[config.mk]
export PLATFORM = sky130hd
export DESIGN_NAME = spi_xcvr
export DESIGN_NICKNAME = d
export VERILOG_FILES = /design/src/rtl/spi_xcvr_pkg.sv /design/src/rtl/spi_edge_gen.sv /design/src/rtl/spi_master_eng.sv /design/src/rtl/spi_slave_eng.sv /design/src/rtl/spi_xcvr.sv
export SDC_FILE = /design/constraint.sdc
export NUM_CORES = 1
export LEC_CHECK = 0
export BUFFER_PORTS_ARGS = -buffer_cell sky130_fd_sc_hd__buf_2
export CORE_ASPECT_RATIO = 0.8
export CORE_MARGIN = 4
export CORE_UTILIZATION = 35
export DETAILED_ROUTE_END_ITERATION = 10
export PLACE_DENSITY_LB_ADDON = 0.2
export SLEW_MARGIN = 20
export SYNTH_ARGS = -nofsm -noshare
export SYNTH_HDL_FRONTEND = slang
export SYNTH_HIERARCHICAL = 1
export SYNTH_SLANG_ARGS = --single-unit
[constraint.sdc]
create_clock -name clk -period 6.5 [get_ports clk]
set_input_delay 1.95 -clock clk [delete_from_list [all_inputs] [get_ports clk]]
set_output_delay 1.95 -clock clk [all_outputs]
set_load 0.005 [all_outputs]
[src/rtl/spi_xcvr_pkg.sv]
// Shared types for the SPI byte transceiver.
// Assumes: the control byte layout below is fixed by software and must not move.
package spi_xcvr_pkg;

    // Control register fields, most significant bit first.
    typedef struct packed {
        logic       clk_src;    // 0: system clock base, 1: timer strobe base
        logic       enable;
        logic       lsb_first;
        logic       is_master;
        logic       cpol;
        logic       cpha;
        logic [1:0] rate;
    } spi_ctrl_t;

endpackage

[src/rtl/spi_edge_gen.sv]
// Serial clock edge generator for master mode.
// Emits a one-cycle tick each time the serial clock must toggle, which is
// every ratio/2 base ticks. A base tick is either every system clock or a
// timer overflow pulse. The counter is held at zero while not running so
// every transfer starts from a full half period.
// Assumes: ratios are even and RATIO3 is the largest one.
module spi_edge_gen #(
    parameter int RATIO0 = 4,
    parameter int RATIO1 = 16,
    parameter int RATIO2 = 64,
    parameter int RATIO3 = 128
) (
    input  logic       clk,
    input  logic       rst_n,
    input  logic       run,
    input  logic       clk_src,
    input  logic       tmr_ovf,
    input  logic [1:0] rate,
    output logic       edge_tick
);
    localparam int HMAX = RATIO3 / 2;
    localparam int HW   = $clog2(HMAX + 1);

    logic [HW-1:0] half_m1;
    logic [HW-1:0] cnt;
    logic          base;

    // Select the half-period terminal count for the chosen rate.
    always_comb begin
        case (rate)
            2'd0:    half_m1 = HW'(RATIO0 / 2 - 1);
            2'd1:    half_m1 = HW'(RATIO1 / 2 - 1);
            2'd2:    half_m1 = HW'(RATIO2 / 2 - 1);
            default: half_m1 = HW'(RATIO3 / 2 - 1);
        endcase
    end

    assign base      = clk_src ? tmr_ovf : 1'b1;
    assign edge_tick = run & base & (cnt == half_m1);

    // Count base ticks within the current half period.
    always_ff @(posedge clk) begin
        if (!rst_n || !run) begin
            cnt <= '0;
        end else if (base) begin
            if (cnt == half_m1) cnt <= '0;
            else                cnt <= cnt + 1'b1;
        end
    end
endmodule

[src/rtl/spi_master_eng.sv]
// Master shift engine: runs one DW-bit transfer per start pulse.
// Every edge tick toggles the clock level. Edges are numbered from zero.
// Even edges are leading edges. Sample edges are those whose parity equals
// the clock phase. The remaining edges launch the next bit, except edge 0,
// whose bit is already on the line.
// Assumes: start only arrives while idle; enable low aborts silently.
module spi_master_eng #(
    parameter int DW = 8
) (
    input  logic          clk,
    input  logic          rst_n,
    input  logic          enable,
    input  logic          start,
    input  logic [DW-1:0] tx_byte,
    input  logic          lsb_first,
    input  logic          cpha,
    input  logic          edge_tick,
    input  logic          miso_in,
    output logic          busy,
    output logic          sck_lvl,
    output logic          mosi_bit,
    output logic [DW-1:0] rx_byte,
    output logic          done
);
    localparam int NEDGE = 2 * DW;
    localparam int EW    = $clog2(NEDGE);

    logic [DW-1:0] tx_sr;
    logic [DW-1:0] rx_sr;
    logic [DW-1:0] rx_next;
    logic [DW-1:0] tx_next;
    logic [EW-1:0] ecnt;
    logic          sample_edge;
    logic          last_edge;

    assign sample_edge = (ecnt[0] == cpha);
    assign last_edge   = (ecnt == EW'(NEDGE - 1));
    assign mosi_bit    = lsb_first ? tx_sr[0] : tx_sr[DW-1];

    // Form the receive and transmit shift results for the configured order.
    always_comb begin
        if (lsb_first) begin
            rx_next = {miso_in, rx_sr[DW-1:1]};
            tx_next = {1'b0, tx_sr[DW-1:1]};
        end else begin
            rx_next = {rx_sr[DW-2:0], miso_in};
            tx_next = {tx_sr[DW-2:0], 1'b0};
        end
    end

    // Transfer sequencing, clock level and shift registers.
    always_ff @(posedge clk) begin
        if (!rst_n) begin
            busy    <= 1'b0;
            sck_lvl <= 1'b0;
            tx_sr   <= '0;
            rx_sr   <= '0;
            ecnt    <= '0;
            rx_byte <= '0;
            done    <= 1'b0;
        end else begin
            done <= 1'b0;
            if (!enable) begin
                busy    <= 1'b0;
                sck_lvl <= 1'b0;
                ecnt    <= '0;
            end else if (start) begin
                busy    <= 1'b1;
                sck_lvl <= 1'b0;
                tx_sr   <= tx_byte;
                rx_sr   <= '0;
                ecnt    <= '0;
            end else if (busy && edge_tick) begin
                sck_lvl <= ~sck_lvl;
                if (sample_edge)            rx_sr <= rx_next;
                if (!sample_edge && ecnt != '0) tx_sr <= tx_next;
                if (last_edge) begin
                    busy    <= 1'b0;
                    done    <= 1'b1;
                    rx_byte <= sample_edge ? rx_next : rx_sr;
                    ecnt    <= '0;
                end else begin
                    ecnt <= ecnt + 1'b1;
                end
            end
        end
    end
endmodule

[src/rtl/spi_slave_eng.sv]
// Slave shift engine driven by an external serial clock.
// The serial clock, select and data inputs pass through SYNC-stage
// synchronisers, and edges are found in the system clock domain. While
// deselected, the bit counter and receive register are cleared and the
// transmit register follows the preload buffer, so a select that drops
// mid-byte leaves nothing behind.
// Assumes: the system clock runs at least four times the serial clock.
module spi_slave_eng #(
    parameter int DW   = 8,
    parameter int SYNC = 2
) (
    input  logic          clk,
    input  logic          rst_n,
    input  logic          enable,
    input  logic          sck_in,
    input  logic          ss_n_in,
    input  logic          mosi_in,
    input  logic          cpol,
    input  logic          cpha,
    input  logic          lsb_first,
    input  logic          tx_we,
    input  logic [DW-1:0] tx_byte,
    output logic          miso_bit,
    output logic [DW-1:0] rx_byte,
    output logic          done
);
    localparam int BCW = $clog2(DW);

    logic [SYNC-1:0] sck_sy;
    logic [SYNC-1:0] ss_sy;
    logic [SYNC-1:0] mosi_sy;
    logic            sck_d;
    logic            sel;
    logic            lvl_now;
    logic            lvl_old;
    logic            lead;
    logic            trail;
    logic            smp;
    logic            lch;
    logic [DW-1:0]   tx_buf;
    logic [DW-1:0]   tx_sr;
    logic [DW-1:0]   rx_sr;
    logic [DW-1:0]   rx_next;
    logic [DW-1:0]   tx_next;
    logic [DW-1:0]   reload;
    logic [BCW-1:0]  bcnt;

    // Bring the external pins into the system clock domain.
    always_ff @(posedge clk) begin
        if (!rst_n) begin
            sck_sy  <= '0;
            ss_sy   <= '1;
            mosi_sy <= '0;
            sck_d   <= 1'b0;
        end else begin
            sck_sy  <= {sck_sy[SYNC-2:0], sck_in};
            ss_sy   <= {ss_sy[SYNC-2:0], ss_n_in};
            mosi_sy <= {mosi_sy[SYNC-2:0], mosi_in};
            sck_d   <= sck_sy[SYNC-1];
        end
    end

    assign sel     = enable & ~ss_sy[SYNC-1];
    assign lvl_now = sck_sy[SYNC-1] ^ cpol;
    assign lvl_old = sck_d ^ cpol;
    assign lead    = sel & lvl_now & ~lvl_old;
    assign trail   = sel & ~lvl_now & lvl_old;
    assign smp     = cpha ? trail : lead;
    assign lch     = cpha ? lead : trail;
    assign miso_bit = lsb_first ? tx_sr[0] : tx_sr[DW-1];
    assign reload  = tx_we ? tx_byte : tx_buf;

    // Form the receive and transmit shift results for the configured order.
    always_comb begin
        if (lsb_first) begin
            rx_next = {mosi_sy[SYNC-1], rx_sr[DW-1:1]};
            tx_next = {1'b0, tx_sr[DW-1:1]};
        end else begin
            rx_next = {rx_sr[DW-2:0], mosi_sy[SYNC-1]};
            tx_next = {tx_sr[DW-2:0], 1'b0};
        end
    end

    // Hold the most recent preload byte.
    always_ff @(posedge clk) begin
        if (!rst_n)     tx_buf <= '0;
        else if (tx_we) tx_buf <= tx_byte;
    end

    // Bit counting, shifting and end-of-byte capture.
    always_ff @(posedge clk) begin
        if (!rst_n) begin
            tx_sr   <= '0;
            rx_sr   <= '0;
            bcnt    <= '0;
            rx_byte <= '0;
            done    <= 1'b0;
        end else begin
            done <= 1'b0;
            if (!sel) begin
                bcnt  <= '0;
                rx_sr <= '0;
                tx_sr <= reload;
            end else if (smp) begin
                if (bcnt == BCW'(DW - 1)) begin
                    done    <= 1'b1;
                    rx_byte <= rx_next;
                    rx_sr   <= '0;
                    bcnt    <= '0;
                    tx_sr   <= reload;
                end else begin
                    rx_sr <= rx_next;
                    bcnt  <= bcnt + 1'b1;
                end
            end else if (lch && bcnt != '0) begin
                tx_sr <= tx_next;
            end
        end
    end
endmodule

[src/rtl/spi_xcvr.sv]
// SPI byte transceiver top level.
// Holds the control register, steers data writes to the master or slave
// engine, merges their results and derives the pad output enables.
// Assumes: control changes happen only between transfers.
module spi_xcvr
    import spi_xcvr_pkg::*;
#(
    parameter int DW     = 8,
    parameter int SYNC   = 2,
    parameter int RATIO0 = 4,
    parameter int RATIO1 = 16,
    parameter int RATIO2 = 64,
    parameter int RATIO3 = 128
) (
    input  logic          clk,
    input  logic          rst_n,
    input  logic          ctrl_we,
    input  logic [7:0]    ctrl_wdata,
    input  logic          data_we,
    input  logic [DW-1:0] data_wdata,
    input  logic          tmr_ovf,
    input  logic          slv_out_dis,
    input  logic          sck_i,
    input  logic          ss_n_i,
    input  logic          mosi_i,
    input  logic          miso_i,
    output logic [7:0]    ctrl_o,
    output logic [DW-1:0] rx_data,
    output logic          done,
    output logic          busy,
    output logic          sck_o,
    output logic          sck_oe,
    output logic          mosi_o,
    output logic          mosi_oe,
    output logic          miso_o,
    output logic          miso_oe
);
    spi_ctrl_t     ctrl_q;
    logic          m_en;
    logic          s_en;
    logic          m_start;
    logic          m_busy;
    logic          m_lvl;
    logic          m_done;
    logic          s_done;
    logic          edge_tick;
    logic [DW-1:0] m_rx;
    logic [DW-1:0] s_rx;
    logic [DW-1:0] rx_q;

    // Control register.
    always_ff @(posedge clk) begin
        if (!rst_n)       ctrl_q <= '0;
        else if (ctrl_we) ctrl_q <= spi_ctrl_t'(ctrl_wdata);
    end

    assign m_en    = ctrl_q.enable & ctrl_q.is_master;
    assign s_en    = ctrl_q.enable & ~ctrl_q.is_master;
    assign m_start = data_we & m_en & ~m_busy;

    spi_edge_gen #(
        .RATIO0 (RATIO0),
        .RATIO1 (RATIO1),
        .RATIO2 (RATIO2),
        .RATIO3 (RATIO3)
    ) u_edge (
        .clk       (clk),
        .rst_n     (rst_n),
        .run       (m_busy),
        .clk_src   (ctrl_q.clk_src),
        .tmr_ovf   (tmr_ovf),
        .rate      (ctrl_q.rate),
        .edge_tick (edge_tick)
    );

    spi_master_eng #(.DW(DW)) u_mst (
        .clk       (clk),
        .rst_n     (rst_n),
        .enable    (m_en),
        .start     (m_start),
        .tx_byte   (data_wdata),
        .lsb_first (ctrl_q.lsb_first),
        .cpha      (ctrl_q.cpha),
        .edge_tick (edge_tick),
        .miso_in   (miso_i),
        .busy      (m_busy),
        .sck_lvl   (m_lvl),
        .mosi_bit  (mosi_o),
        .rx_byte   (m_rx),
        .done      (m_done)
    );

    spi_slave_eng #(.DW(DW), .SYNC(SYNC)) u_slv (
        .clk       (clk),
        .rst_n     (rst_n),
        .enable    (s_en),
        .sck_in    (sck_i),
        .ss_n_in   (ss_n_i),
        .mosi_in   (mosi_i),
        .cpol      (ctrl_q.cpol),
        .cpha      (ctrl_q.cpha),
        .lsb_first (ctrl_q.lsb_first),
        .tx_we     (data_we & ~ctrl_q.is_master),
        .tx_byte   (data_wdata),
        .miso_bit  (miso_o),
        .rx_byte   (s_rx),
        .done      (s_done)
    );

    // Latch whichever engine finished last.
    always_ff @(posedge clk) begin
        if (!rst_n)      rx_q <= '0;
        else if (m_done) rx_q <= m_rx;
        else if (s_done) rx_q <= s_rx;
    end

    assign ctrl_o  = ctrl_q;
    assign rx_data = rx_q;
    assign done    = m_done | s_done;
    assign busy    = m_busy;
    assign sck_o   = ctrl_q.cpol ^ m_lvl;
    assign sck_oe  = m_en;
    assign mosi_oe = m_en & m_busy;
    assign miso_oe = s_en & ~ss_n_i & ~slv_out_dis;
endmodule

==> results.json <==
{
  "cts_resized": 0,
  "cts_setup_buffers": 0,
  "avgViaCountPerCell": 5.10,
  "wl_per_cell_um": 15.3,
  "drt-total-wl_um": 11300,
  "crit_top_cell": "buf_2",
  "endpoint_kind": "output pin",
  "drive_gt1_share_pct": 17.0,
  "critPathSlowestCell": "nor3b_1",
  "antenna_found_initial": 0,
  "syn_area_per_cell_um2": 9.29,
  "endpoint": "miso_oe",
  "tns_ns": 0,
  "die_h_um": 114,
  "r2r_slack_ns": 3.55,
  "maxCapViolations": 0,
  "syn_to_final_growth_pct": 12.0,
  "antenna_left": 0,
  "core_area_um2": 13700,
  "ys_seq_elements": 97,
  "postLayoutCellArea_um2": 5520,
  "grt_max_degree": 54,
  "path_max_fanout": 2,
  "synthFlopType": "dfxtp_1",
  "crit-reg2reg-capture": "u_slv/tx_sr[3]",
  "crit_chain": "buf_2, nor3b_1, buf_2",
  "arrival_ns": 2.36,
  "dieArea_um2": 16000,
  "nNetsFinal": 588,
  "hp-start": "u_slv/ss_sy[0]",
  "cts_sinks": 97,
  "ys_seq_area_share_pct": 39.4,
  "cp_top_family": "buffers and inverters",
  "start_util_pct": 36.0,
  "layout_common_cells": "96 x dfxtp_1, 69 x nand2_1, 63 x mux2i_1, 49 x buf_2, 42 x o21ai_0",
  "startpoint": "ss_n_i",
  "cts_hold_repair.buffers": 0,
  "dpl_cell_area_um2": 5210,
  "hold_viol": 0,
  "hold_path.class": "reg -> reg",
  "vdd_drop_max_v": 0.000118,
  "crit_buf_inv": 2,
  "gr-usage-all-layers_pct": 14.2,
  "hpwl_um": 7740,
  "ios": 50,
  "grt_pass1_wl_um": 18700,
  "grt.overflow.total": 0,
  "place.gp.congestion": 0.760,
  "cts-buffers-inserted": 9,
  "fin_crit_sh_pct": 66.4,
  "clk_latency_ns": 0.34,
  "num_vias": 3771,
  "drc": 0,
  "placementRows": 38,
  "insertedDiodeCount": 0,
  "htreeDepth": 3,
  "layout_min_cycle_time_ns": 4.31,
  "drv_slew": 0,
  "clock.fmax_mhz": 232,
  "root_buffer": "clkbuf_16",
  "status": "complete, no violations",
  "synthArstFlopShare_pct": 0,
  "crit_type": "in -> out",
  "crit_cells": 3,
  "syn_area_um2": 4920,
  "cts_tree": "yes",
  "synth_edf_count": 0,
  "yosys_warnings": 6,
  "fin_skew_ns": 0.00976,
  "drt_iter0_drc": 251,
  "cts.path.max_buffers": 2,
  "grt_pass1_vias": 3743,
  "portBuffers": 49,
  "final_common_cell": "dfxtp_1",
  "power_density_nw_per_um2": 224,
  "rsz0062_at_grt": "no",
  "max_stage_delay_ns": 0.17,
  "postSynthCellCount": 530,
  "crit_required_ns": 4.55,
  "first_pass_iters": 4,
  "synthesis.nets": 562,
  "start_kind": "input pin",
  "reg2reg_depth": 5,
  "synth_cell_types": 52,
  "reg2reg_from": "ctrl_o[2]",
  "leakage_nw": 2.29,
  "setup_viol": 0,
  "tightest_slew_ns": 1.05,
  "die_x_um": 141,
  "clk_pin_slew_ns": 0.06,
  "maxSlewHeadroom_pct": 28.3
}
-- through the flow --
step	setup WS [ns]	cells	hold WS, ns	utilization [%]	total power, mW
after detailed placement	2.01	725	0.402	38.1	0.714
after CTS	2.18	740	0.431	40.2	1.25
after global placement	2.07	725	0.401	38.1	0.712
after floorplan	2.38	530	0.386	-	0.688
after global routing	2.09	740	0.458	40.3	1.28
final	2.19	740	0.418	40.3	1.24
-- layer usage --
| metal | track usage, % | up-vias | share of wire, % |
|---|---|---|---|
| met3 | 3.80 | 8 | 4.7 |
| met5 | 0 | - | 0 |
| met2 | 21.4 | 68 | 43 |
| li1 | - | 1885 | - |
| met4 | 3.87 | 0 | 0.87 |
| met1 | 20.1 | 1810 | 51 |
-- cells in the mapped netlist (2+ instances only) --
master | count | share of area (%)
nor3_1 | 3 | 0.30
nor3b_1 | 5 | 0.76
buf_6 | 3 | 0.69
and2_1 | 10 | 1.3
clkbuf_1 | 18 | 1.4
o21ai_0 | 42 | 4.3
xor2_1 | 8 | 1.4
a211oi_1 | 6 | 0.91
o22ai_1 | 7 | 0.89
mux2_2 | 3 | 0.69
nor2_1 | 18 | 1.4
or2_2 | 3 | 0.38
o211a_1 | 18 | 3.7
nand2b_1 | 11 | 1.4
xnor2_1 | 3 | 0.53
nor2b_1 | 30 | 3.8
a21oi_1 | 25 | 2.5
mux2_4 | 14 | 4.3
nand4_1 | 4 | 0.51
nand2_1 | 69 | 5.3
nand3_1 | 10 | 1.0
buf_4 | 2 | 0.30
mux2i_1 | 63 | 13
ha_1 | 6 | 1.5
and3_1 | 3 | 0.38
inv_1 | 15 | 1.1
buf_2 | 10 | 1.0
dfxtp_1 | 97 | 39
-- registers in the layout, summed over array words and instances, names as in the netlist, 3 cells and up --
name,flops
ctrl_o,8
rx_data,8
u_mst/rx_byte,8
u_mst/rx_sr,8
u_mst/tx_sr,8
u_slv/rx_byte,8
u_slv/rx_sr,8
u_slv/tx_buf,8
u_slv/tx_sr,8
u_edge/cnt,7
u_mst/ecnt,4
u_slv/bcnt,3
-- kinds of logic after synthesis --
family	share of synthesized area, %
AO/OA/AOI/OAI	14.4
XOR/XNOR	2.85
adder cells (fa/ha/maj)	1.52
buffers and inverters	5.16
flip-flops	39.4
multiplexers	17.8
AND/OR/NAND/NOR	18.9
-- layout make-up --
type,instances,area (um2)
fill,1377,8180
sequential,97,1940
inverter,15,56.3
multi-input combinational,382,2740
clock inverter,4,53.8
clock buffer,11,243
timing repair buffer,51,260
tap,180,225
-- worst reg2reg max path: stages, from the launching register on --
cell	delay, ns
dfxtp_1	0.62
xor2_2	0.29
mux2i_1	0.90
and2_1	0.57
mux2_4	0.34
o22ai_1	0.16
-- worst min path at each step --
stage / depth (start not counted) / slack (ns) / endpoint
finish: 1 / 0.42 / u_slv/ss_sy[1]
global route: 1 / 0.46 / u_slv/mosi_sy[1]
CTS: 1 / 0.43 / u_slv/ss_sy[1]
detailed placement: 1 / 0.40 / u_slv/ss_sy[1]
global placement: 1 / 0.40 / u_slv/ss_sy[1]
floorplan: 1 / 0.39 / u_slv/ss_sy[1]
-- power by group --
group,switching [mW],internal [mW]
logic,0.0455,0.0396
clock network,0.228,0.308
registers,0.00982,0.606
Note: power is estimated with default switching activity, not from simulation.
